--- src/rtl/intx_reg_pkg.sv ---
package intx_reg_pkg;
   localparam int NLINES   = 4;
   localparam int STS_LSB  = 28;
   localparam int EN_LSB   = 22;
   localparam int CLR_LANE = STS_LSB / 8;
   // writable bits: enables, error enables, request priorities
   localparam logic [31:0] RW_MASK = 32'h0FFF_7F00;
endpackage

--- src/rtl/intx_line_sync.sv ---
module intx_line_sync #(
   parameter int WIDTH  = 4,
   parameter int STAGES = 2
) (
   input  logic             clk,
   input  logic             rst_n,
   input  logic [WIDTH-1:0] d,
   output logic [WIDTH-1:0] q
);
   generate
      if (STAGES == 0) begin : g_bypass
         assign q = d;
      end else begin : g_chain
         logic [WIDTH-1:0] stage_q [STAGES];
         always_ff @(posedge clk or negedge rst_n) begin
            if (!rst_n) begin
               for (int s = 0; s < STAGES; s++) stage_q[s] <= '0;
            end else begin
               stage_q[0] <= d;
               for (int s = 1; s < STAGES; s++) stage_q[s] <= stage_q[s-1];
            end
         end
         assign q = stage_q[STAGES-1];
      end
   endgenerate
endmodule

--- src/rtl/intx_sts_bit.sv ---
module intx_sts_bit (
   input  logic clk,
   input  logic rst_n,
   input  logic line,
   input  logic clr,
   output logic sts
);
   always_ff @(posedge clk or negedge rst_n) begin
      if (!rst_n) sts <= 1'b0;
      else        sts <= line | (sts & ~clr);
   end

   AST_STS_SET: assert property (@(posedge clk) disable iff (!rst_n)
      line |=> sts);
   AST_STS_CLR: assert property (@(posedge clk) disable iff (!rst_n)
      (clr && !line) |=> !sts);
   AST_STS_KEEP: assert property (@(posedge clk) disable iff (!rst_n)
      (sts && !clr) |=> sts);
endmodule

--- src/rtl/intx_cfg_store.sv ---
module intx_cfg_store #(
   parameter int                DATA_W  = 32,
   parameter logic [DATA_W-1:0] RW_MASK = '1,
   localparam int               NB      = DATA_W / 8
) (
   input  logic              clk,
   input  logic              rst_n,
   input  logic              wr,
   input  logic [NB-1:0]     be,
   input  logic [DATA_W-1:0] wdata,
   output logic [DATA_W-1:0] q
);
   logic [DATA_W-1:0] lane_m;
   logic [DATA_W-1:0] wr_m;

   genvar g;
   generate
      for (g = 0; g < NB; g++) begin : g_lane
         assign lane_m[g*8 +: 8] = {8{be[g]}};
      end
   endgenerate

   assign wr_m = lane_m & RW_MASK;

   always_ff @(posedge clk or negedge rst_n) begin
      if (!rst_n)  q <= '0;
      else if (wr) q <= (q & ~wr_m) | (wdata & wr_m);
   end

   AST_CFG_HOLD: assert property (@(posedge clk) disable iff (!rst_n)
      !wr |=> $stable(q));
endmodule

--- src/rtl/intx_ctrl_reg.sv ---
module intx_ctrl_reg
   import intx_reg_pkg::*;
#(
   parameter int DATA_W      = 32,
   parameter int SYNC_STAGES = 2,
   localparam int NB         = DATA_W / 8
) (
   input  logic              clk,
   input  logic              rst_n,
   input  logic              reg_wr,
   input  logic [NB-1:0]     reg_be,
   input  logic [DATA_W-1:0] reg_wdata,
   output logic [DATA_W-1:0] reg_rdata,
   input  logic [NLINES-1:0] intx_in,
   output logic              irq_out
);
   generate
      if (DATA_W != 32) begin : g_bad_width
         $error("intx_ctrl_reg: DATA_W must be 32");
      end
      if (SYNC_STAGES > 4) begin : g_bad_sync
         $error("intx_ctrl_reg: SYNC_STAGES must not exceed 4");
      end
   endgenerate

   logic [NLINES-1:0] line_s;
   logic [NLINES-1:0] sts;
   logic [NLINES-1:0] clr;
   logic [NLINES-1:0] en;
   logic [DATA_W-1:0] cfg_q;
   logic              irq_q;

   intx_line_sync #(.WIDTH(NLINES), .STAGES(SYNC_STAGES)) sync_i (
      .clk(clk), .rst_n(rst_n), .d(intx_in), .q(line_s));

   intx_cfg_store #(.DATA_W(DATA_W), .RW_MASK(RW_MASK)) cfg_i (
      .clk(clk), .rst_n(rst_n), .wr(reg_wr), .be(reg_be),
      .wdata(reg_wdata), .q(cfg_q));

   genvar i;
   generate
      for (i = 0; i < NLINES; i++) begin : g_line
         assign clr[i] = reg_wr & reg_be[CLR_LANE] & reg_wdata[STS_LSB+i];
         intx_sts_bit sts_i (
            .clk(clk), .rst_n(rst_n), .line(line_s[i]),
            .clr(clr[i]), .sts(sts[i]));
      end
   endgenerate

   assign en = cfg_q[EN_LSB +: NLINES];

   always_ff @(posedge clk or negedge rst_n) begin
      if (!rst_n) irq_q <= 1'b0;
      else        irq_q <= |(sts & en);
   end

   assign irq_out   = irq_q;
   assign reg_rdata = cfg_q | ({{(DATA_W-NLINES){1'b0}}, sts} << STS_LSB);

   AST_IRQ_RISE: assert property (@(posedge clk) disable iff (!rst_n)
      (|(sts & en)) |=> irq_out);
   AST_IRQ_FALL: assert property (@(posedge clk) disable iff (!rst_n)
      !(|(sts & en)) |=> !irq_out);
endmodule

--- config.mk ---
export PLATFORM = sky130hd
export DESIGN_NAME = intx_ctrl_reg
export DESIGN_NICKNAME = d
export VERILOG_FILES = /design/src/rtl/intx_reg_pkg.sv /design/src/rtl/intx_line_sync.sv /design/src/rtl/intx_sts_bit.sv /design/src/rtl/intx_cfg_store.sv /design/src/rtl/intx_ctrl_reg.sv
export SDC_FILE = /design/constraint.sdc
export NUM_CORES = 1
export LEC_CHECK = 0
export BUFFER_PORTS_ARGS = -buffer_cell sky130_fd_sc_hd__buf_2
export CAP_MARGIN = 20
export CORE_UTILIZATION = 39
export CTS_CLUSTER_SIZE = 8
export DETAILED_ROUTE_END_ITERATION = 12
export GPL_TIMING_DRIVEN = 0
export HOLD_SLACK_MARGIN = 0.05
export PLACE_DENSITY_LB_ADDON = 0.1
export SYNTH_ARGS = -nofsm -noshare
export SYNTH_HDL_FRONTEND = slang
export SYNTH_SLANG_ARGS = --single-unit
--- constraint.sdc ---
create_clock -name clk -period 0.8 [get_ports clk]
set_input_delay 0.12 -clock clk [delete_from_list [all_inputs] [get_ports clk]]
set_output_delay 0.12 -clock clk [all_outputs]
set_load 0.005 [all_outputs]
==> out/metrics.yaml, run 1 <==
worst-path-max-fanout: 2
synth_fa_ha_area_frac: 0
htreeDepth: 2
crit_required_ns: 0.68
drt_iter0_markers: 18
clock_sinks: 32
max-clock-path-buffers: 2
rows: 20
yosysMostFrequentCell: "dfrtp_1"
start_util: 0.422
r2r_cells: 2
die_w_um: 60.2
path_cells: "buf_6 > buf_6"
synth_mux_area_frac: 0.216
numCtsBuffers: 5
synth_top_area_cell: "dfrtp_1"
synth_xor_area_frac: 0
fin_crit_ns: 1.07
drive_gt1_frac: 0.617
synth_seq_cells: 32
placed_area_um2: 1680
die_h_um: 60.2
p_leak_nw: 1.10
synth_top_family_by_area: "multiplexers"
port_buffers: 55
finalSetupTns_ns: -5.17
post-place-ws_ns: -0.0191
crit_arrival_ns: 0.95
dr.pass1.iters: 2
total_power_w: 0.00379
ys.flop_type: "dfrtp_1"
ys_warn_count: 0
synth_area_um2: 1320
fin_ws_ns: -0.273
avgRoutedWirePerCell_um: 12.0
synth_compound_area_frac: 0.0342
synth_simple_gate_area_frac: 0.0569
cts_tree: "done"
gr-total-overflow: 0
hpwl_um: 1640
gpl.final_weighted_congestion: 0.636
nets: 225
synth_common_cells: "dfrtp_1 (32), mux2_4 (19), buf_4 (13)"
ir_drop_uv: 1100
worstSetupPathType: "reg -> out"
ant_nets: 0
coreArea_um2: 3130
rsz0062_at_grt: "true"
power_per_cell_area_nw_per_um2: 1790
drcViolationCount: 0
min_period_over_period: 1.34
synth_async_sr_flop_share: 1.00
syn_avg_cell_area_um2: 16.5
worst_setup_path_start_kind: "flop"
grt_use_total: 0.159
cts-root-buf: "clkbuf_4"
synth_edf_count: 0
r2r_setup_slack_ns: -0.09
cp_slowest_cell: "dfrtp_1"
hold_ws_ns: -0.175
areaGrowthSynthToFinish_pct: 60.5
synth_cells: 80
worstMarginPinSlew_ns: 0.677
ys_top_cells_by_area: "dfrtp_1 (61%), mux2_4 (22%), buf_4 (7.4%)"
maxSlewHeadroom: 0.549
final_max_slew_viol_count: 0
skew_ns: 0.00366
fillers: 246
failed_checks: "hold timing, setup timing"
path_clk_slew_ns: 0.09
finalHoldViolations: 32
finalSetupViolCount: 42
die_area_um2: 3620
grt_pass1_wl_um: 3950
cpPeakStageDelay_ns: 0.41
end_kind: "output port"
drv_cap: 0
grt_pass1_vias: 872
vias: 956
status: "finished with violations"
clock_latency_ns: 0.32
timing.fmax_mhz: 932
grt_max_degree: 33
yosys.area.top_type_share: 0.607
diodes: 0
ys_seq_area_frac: 0.607
drt_wl_total_um: 2730
antenna_found_initial: 0
synth_cell_types: 11
final_cell_area_um2: 2120
min_path_type: "in -> async"
ios: 76
cpMostUsedCell: "buf_6"
vias_per_cell: 4.21
-- area by class of cell --
type                            count  area [µm²]  share of cell area
Multi-Input combinational cell     42         449               0.212
Timing Repair Buffer               87         629               0.297
Sequential cell                    32         801               0.378
Tap cell                           44        55.1              0.0260
Buffer                             14         124              0.0585
Clock buffer                        8        58.8              0.0278
-- worst max-delay path: cells and delay by family, from the launching register on --
kind     cells  cell delay [ns]
buf+inv      2             0.22
flops        1             0.41
-- cells in the final DEF, fill, tap and decap left out, drive strengths merged --
master and count:
buf 83, nand3 4, dlymetal6s4s 1, clkbuf 8, a22oi 2, nand2 4
dlygate4sd3 17, mux2 19, a21o 4, conb 9, dfrtp 32
-- kinds of logic after synthesis --
family | Yosys count
DFF | 32
muxes | 19
buffers and inverters | 14
and+or+nand+nor | 8
AOI/OAI and AO/OA | 6
other | 1
-- worst max-delay path by stage --
stage | to | depth (start not counted) | from | slack [ns]
2_1_floorplan | flop | 3 | reg_wr | 0.03
3_3_place_gp | flop | 3 | reg_wr | -0.008
3_5_place_dp | flop | 3 | reg_wr | -0.02
4_1_cts | reg_rdata[29] | 2 | g_line[1].sts_i.sts$_DFF_PN0_ | -0.29
5_1_grt | reg_rdata[29] | 2 | g_line[1].sts_i.sts$_DFF_PN0_ | -0.33
6_report | reg_rdata[29] | 2 | g_line[1].sts_i.sts$_DFF_PN0_ | -0.27
-- power breakdown --
| group | switching [W] | total [W] | internal, W |
|---|---|---|---|
| clock | 0.000498 | 0.000931 | 0.000433 |
| sequential | 0.000103 | 0.00190 | 0.00180 |
| combinational | 0.000308 | 0.000962 | 0.000655 |
-- timing repair --
action / 4_1_cts / 5_1_grt
cloned: 0 / 0
hold buffers: 13 / 5
buffers inserted: 14 / 0
gates resized for setup: 10 / 12
hold endpoints to repair: 55 / 42
setup endpoints to repair: 24 / 40
-- stage by stage --
step | instances | utilization
2_1_floorplan | 88 | -
3_3_place_gp | 187 | 0.537
3_5_place_dp | 187 | 0.537
4_1_cts | 222 | 0.647
5_1_grt | 227 | 0.677
6_report | 227 | 0.677
-- per-layer routing --
layer,vias to the layer above,wire length (µm),GRT usage,share of wire
met5,-,0,0,0
met3,6,212,0.0606,0.078
li1,455,-,-,-
met2,49,1430,0.279,0.52
met1,446,1050,0.170,0.39
met4,0,29,0.0598,0.011
Note: power is estimated with default switching activity, not from simulation.
==> run 2, diff against run 1 <==
CORE_ASPECT_RATIO = 0.8   (was default)
==> run 2 against run 1 <==
Effect of this change:
- the flow still finishes with violations (hold timing, setup timing)
- clock-buffer cell count shrank 3
- routed wire length shrank 7.8%
- largest cell class unchanged
- clock power grew 62%
- via count shrank 6.0%
- clock skew shrank 0.0013 ns
- worst hold slack gained 0.042 ns
- largest power group unchanged
- sequential power is essentially flat
- critical path type unchanged
- total power grew 13%
==> out/metrics.yaml, run 2 (same netlist as run 1, synthesis figures left out) <==
status: "finished with violations"
failed_checks: "hold timing, setup timing"
intPower_w: 0.00331  # +15%
vias_per_cell: 4.30  # +2.1%
skew_ns: 0.00240  # -0.00125 ns
cp_slowest_cell: "dfrtp_1"
ir_drop_uv: 1290  # +17%
gpl.final_weighted_congestion: 0.682  # +7.1%
port_buffers: 55  # unchanged
grt_pass1_wl_um: 3640  # -8.0%
htreeDepth: 2  # unchanged
clock_sinks: 32  # unchanged
final_max_slew_viol_count: 0  # unchanged
die_h_um: 54.0  # -10%
crit_arrival_ns: 0.91  # -0.04 ns
diodes: 0  # unchanged
path_buf_inv: 2  # unchanged
switching_share: 0.229  # -0.0107
nets: 211  # -6.2%
power_frac_comb: 0.208  # -0.046
hold_ws_ns: -0.133  # +0.0415 ns
worstMarginPinSlew_ns: 0.675  # -0.00220 ns
r2r_setup_slack_ns: -0.08  # about the same
min_path_type: "in -> async"
cpMostUsedCell: "buf_6"
r2r_cells: 2  # unchanged
fin_crit_ns: 1.03  # -0.0461 ns
finalHoldViolations: 32  # unchanged
cts-root-buf: "clkbuf_8"
worstSetupPathType: "reg -> out"
grt_pass1_vias: 825  # -5.4%
power.switching_w: 0.000984  # +8.3%
drive_gt1_frac: 0.680  # +0.0630
start_util: 0.418  # -0.00335
worst_setup_path_start_kind: "flop"
min_period_over_period: 1.28  # -0.0576
die_area_um2: 3620  # about the same
vias: 899  # -6.0%
drv_cap: 0  # unchanged
rsz0062_at_grt: "true"
max-clock-path-buffers: 2  # unchanged
layout_common_cells: "buf_2 (51), dfrtp_1 (32), mux2_4 (19)"
path_clk_slew_ns: 0.07  # -0.02 ns
timing.fmax_mhz: 974  # +4.5%
drt_wl_total_um: 2510  # -7.8%
cts_hold_buf: 4  # -9
ant_nets: 0  # unchanged
fin_ws_ns: -0.226  # +0.0461 ns
dr.pass1.iters: 4  # +2
avgRoutedWirePerCell_um: 12.0  # about the same
grt_max_degree: 33  # unchanged
drt_iter0_markers: 18  # unchanged
finalSetupViolCount: 36  # -14%
cts_tree: "done"
die_w_um: 67.0  # +11%
maxSlewHeadroom: 0.550  # +0.00147
cpPeakStageDelay_ns: 0.40  # about the same
p_leak_nw: 1.05  # -4.5%
ios: 76  # unchanged
layout_commonest_cell: "buf_2"
grt_use_total: 0.150  # -0.00890
p_seq_frac: 0.440  # -0.061
areaGrowthSynthToFinish_pct: 52.5
power_per_cell_area_nw_per_um2: 2140  # +19%
path_cells: "buf_6 > buf_6"
gr-total-overflow: 0  # unchanged
critical-path-top-delay-family: "flip-flops"
cp.depth: 2  # unchanged
clkPwrFrac: 0.352  # +0.106
worst-path-max-fanout: 2  # unchanged
numCtsBuffers: 5  # unchanged
rows: 18  # -10%
clock_latency_ns: 0.28  # -0.04 ns
crit_required_ns: 0.68  # about the same
drcViolationCount: 0  # unchanged
finalSetupTns_ns: -3.83  # +1.34 ns
coreArea_um2: 3150  # +0.80%
hpwl_um: 1710  # +4.1%
fin_util: 0.638  # -0.0391
end_kind: "output port"
antenna_found_initial: 0  # unchanged
run 2: cell count changes in the layout (fill, tap and decap cells not counted), moves of 2 or more:
cell / change
clkbuf_1: -2
dlygate4sd3_1: -13
buf_6: -3
clkbuf_4: -5
clkbuf_8: +4
buf_4: +3
run 2: worst register-to-register path, delay by kind of cell, from the launching register on:
family	cells	cell delay (ns)
buffers and inverters	1	0.12
flip-flops	1	0.39
multiplexers	1	0.25
run 2: path summary, 6_finish.rpt:
kind,to,from
max,reg_rdata[29],g_line[1].sts_i.sts$_DFF_PN0_
min,async pin,rst_n
max reg2reg,flop,flop
min reg2reg,sync_i.q[3]$_DFF_PN0_,sync_i.g_chain.stage_q[7]$_DFF_PN0_
max in group asynchronous,async pin,rst_n
min in group clk,flop,reg_wdata[20]
run 2: stage by stage:
stage               instances  worst slack (ns)  power, W  instance area (µm²)
floorplan                  88            0.0337   0.00228                 1350
global placement          183          -0.00271   0.00258                 1670
detailed placement        183           -0.0114   0.00259                 1670
CTS                       208            -0.238   0.00427                 1960
global route              209            -0.269   0.00452                 2010
finish                    209            -0.226   0.00430                 2010
run 2: power groups by stage:
| stage | logic [W] | clock network [W] | registers (W) |
|---|---|---|---|
| 2_1_floorplan | 0.000351 | 0 | 0.00193 |
| 3_3_place_gp | 0.000661 | 0 | 0.00192 |
| 3_5_place_dp | 0.000670 | 0 | 0.00192 |
| 4_1_cts | 0.000839 | 0.00155 | 0.00188 |
| 5_1_grt | 0.000966 | 0.00164 | 0.00191 |
| 6_report | 0.000893 | 0.00151 | 0.00189 |
run 2: cell type report:
type,count,area (µm²)
buffer,14,124
multi-input combinational,42,449
tap,40,50.0
clock buffer,5,68.8
fill,255,1140
sequential,32,801
timing repair buffer,73,475
clock inverter,3,42.5
run 2: what timing repair did:
item,4_1_cts,5_1_grt
buffers inserted,13,1
endpoints found under the hold margin,36,32
setup endpoints to repair,24,37
pin swaps,0,1
gates resized for setup,8,10
run 2: per-layer routing:
layer,track usage,routed length [µm],vias up
met5,0,0,-
met4,0.106,42,0
met3,0.0614,188,5
met2,0.232,1270,39
met1,0.169,1020,426
li1,-,-,429
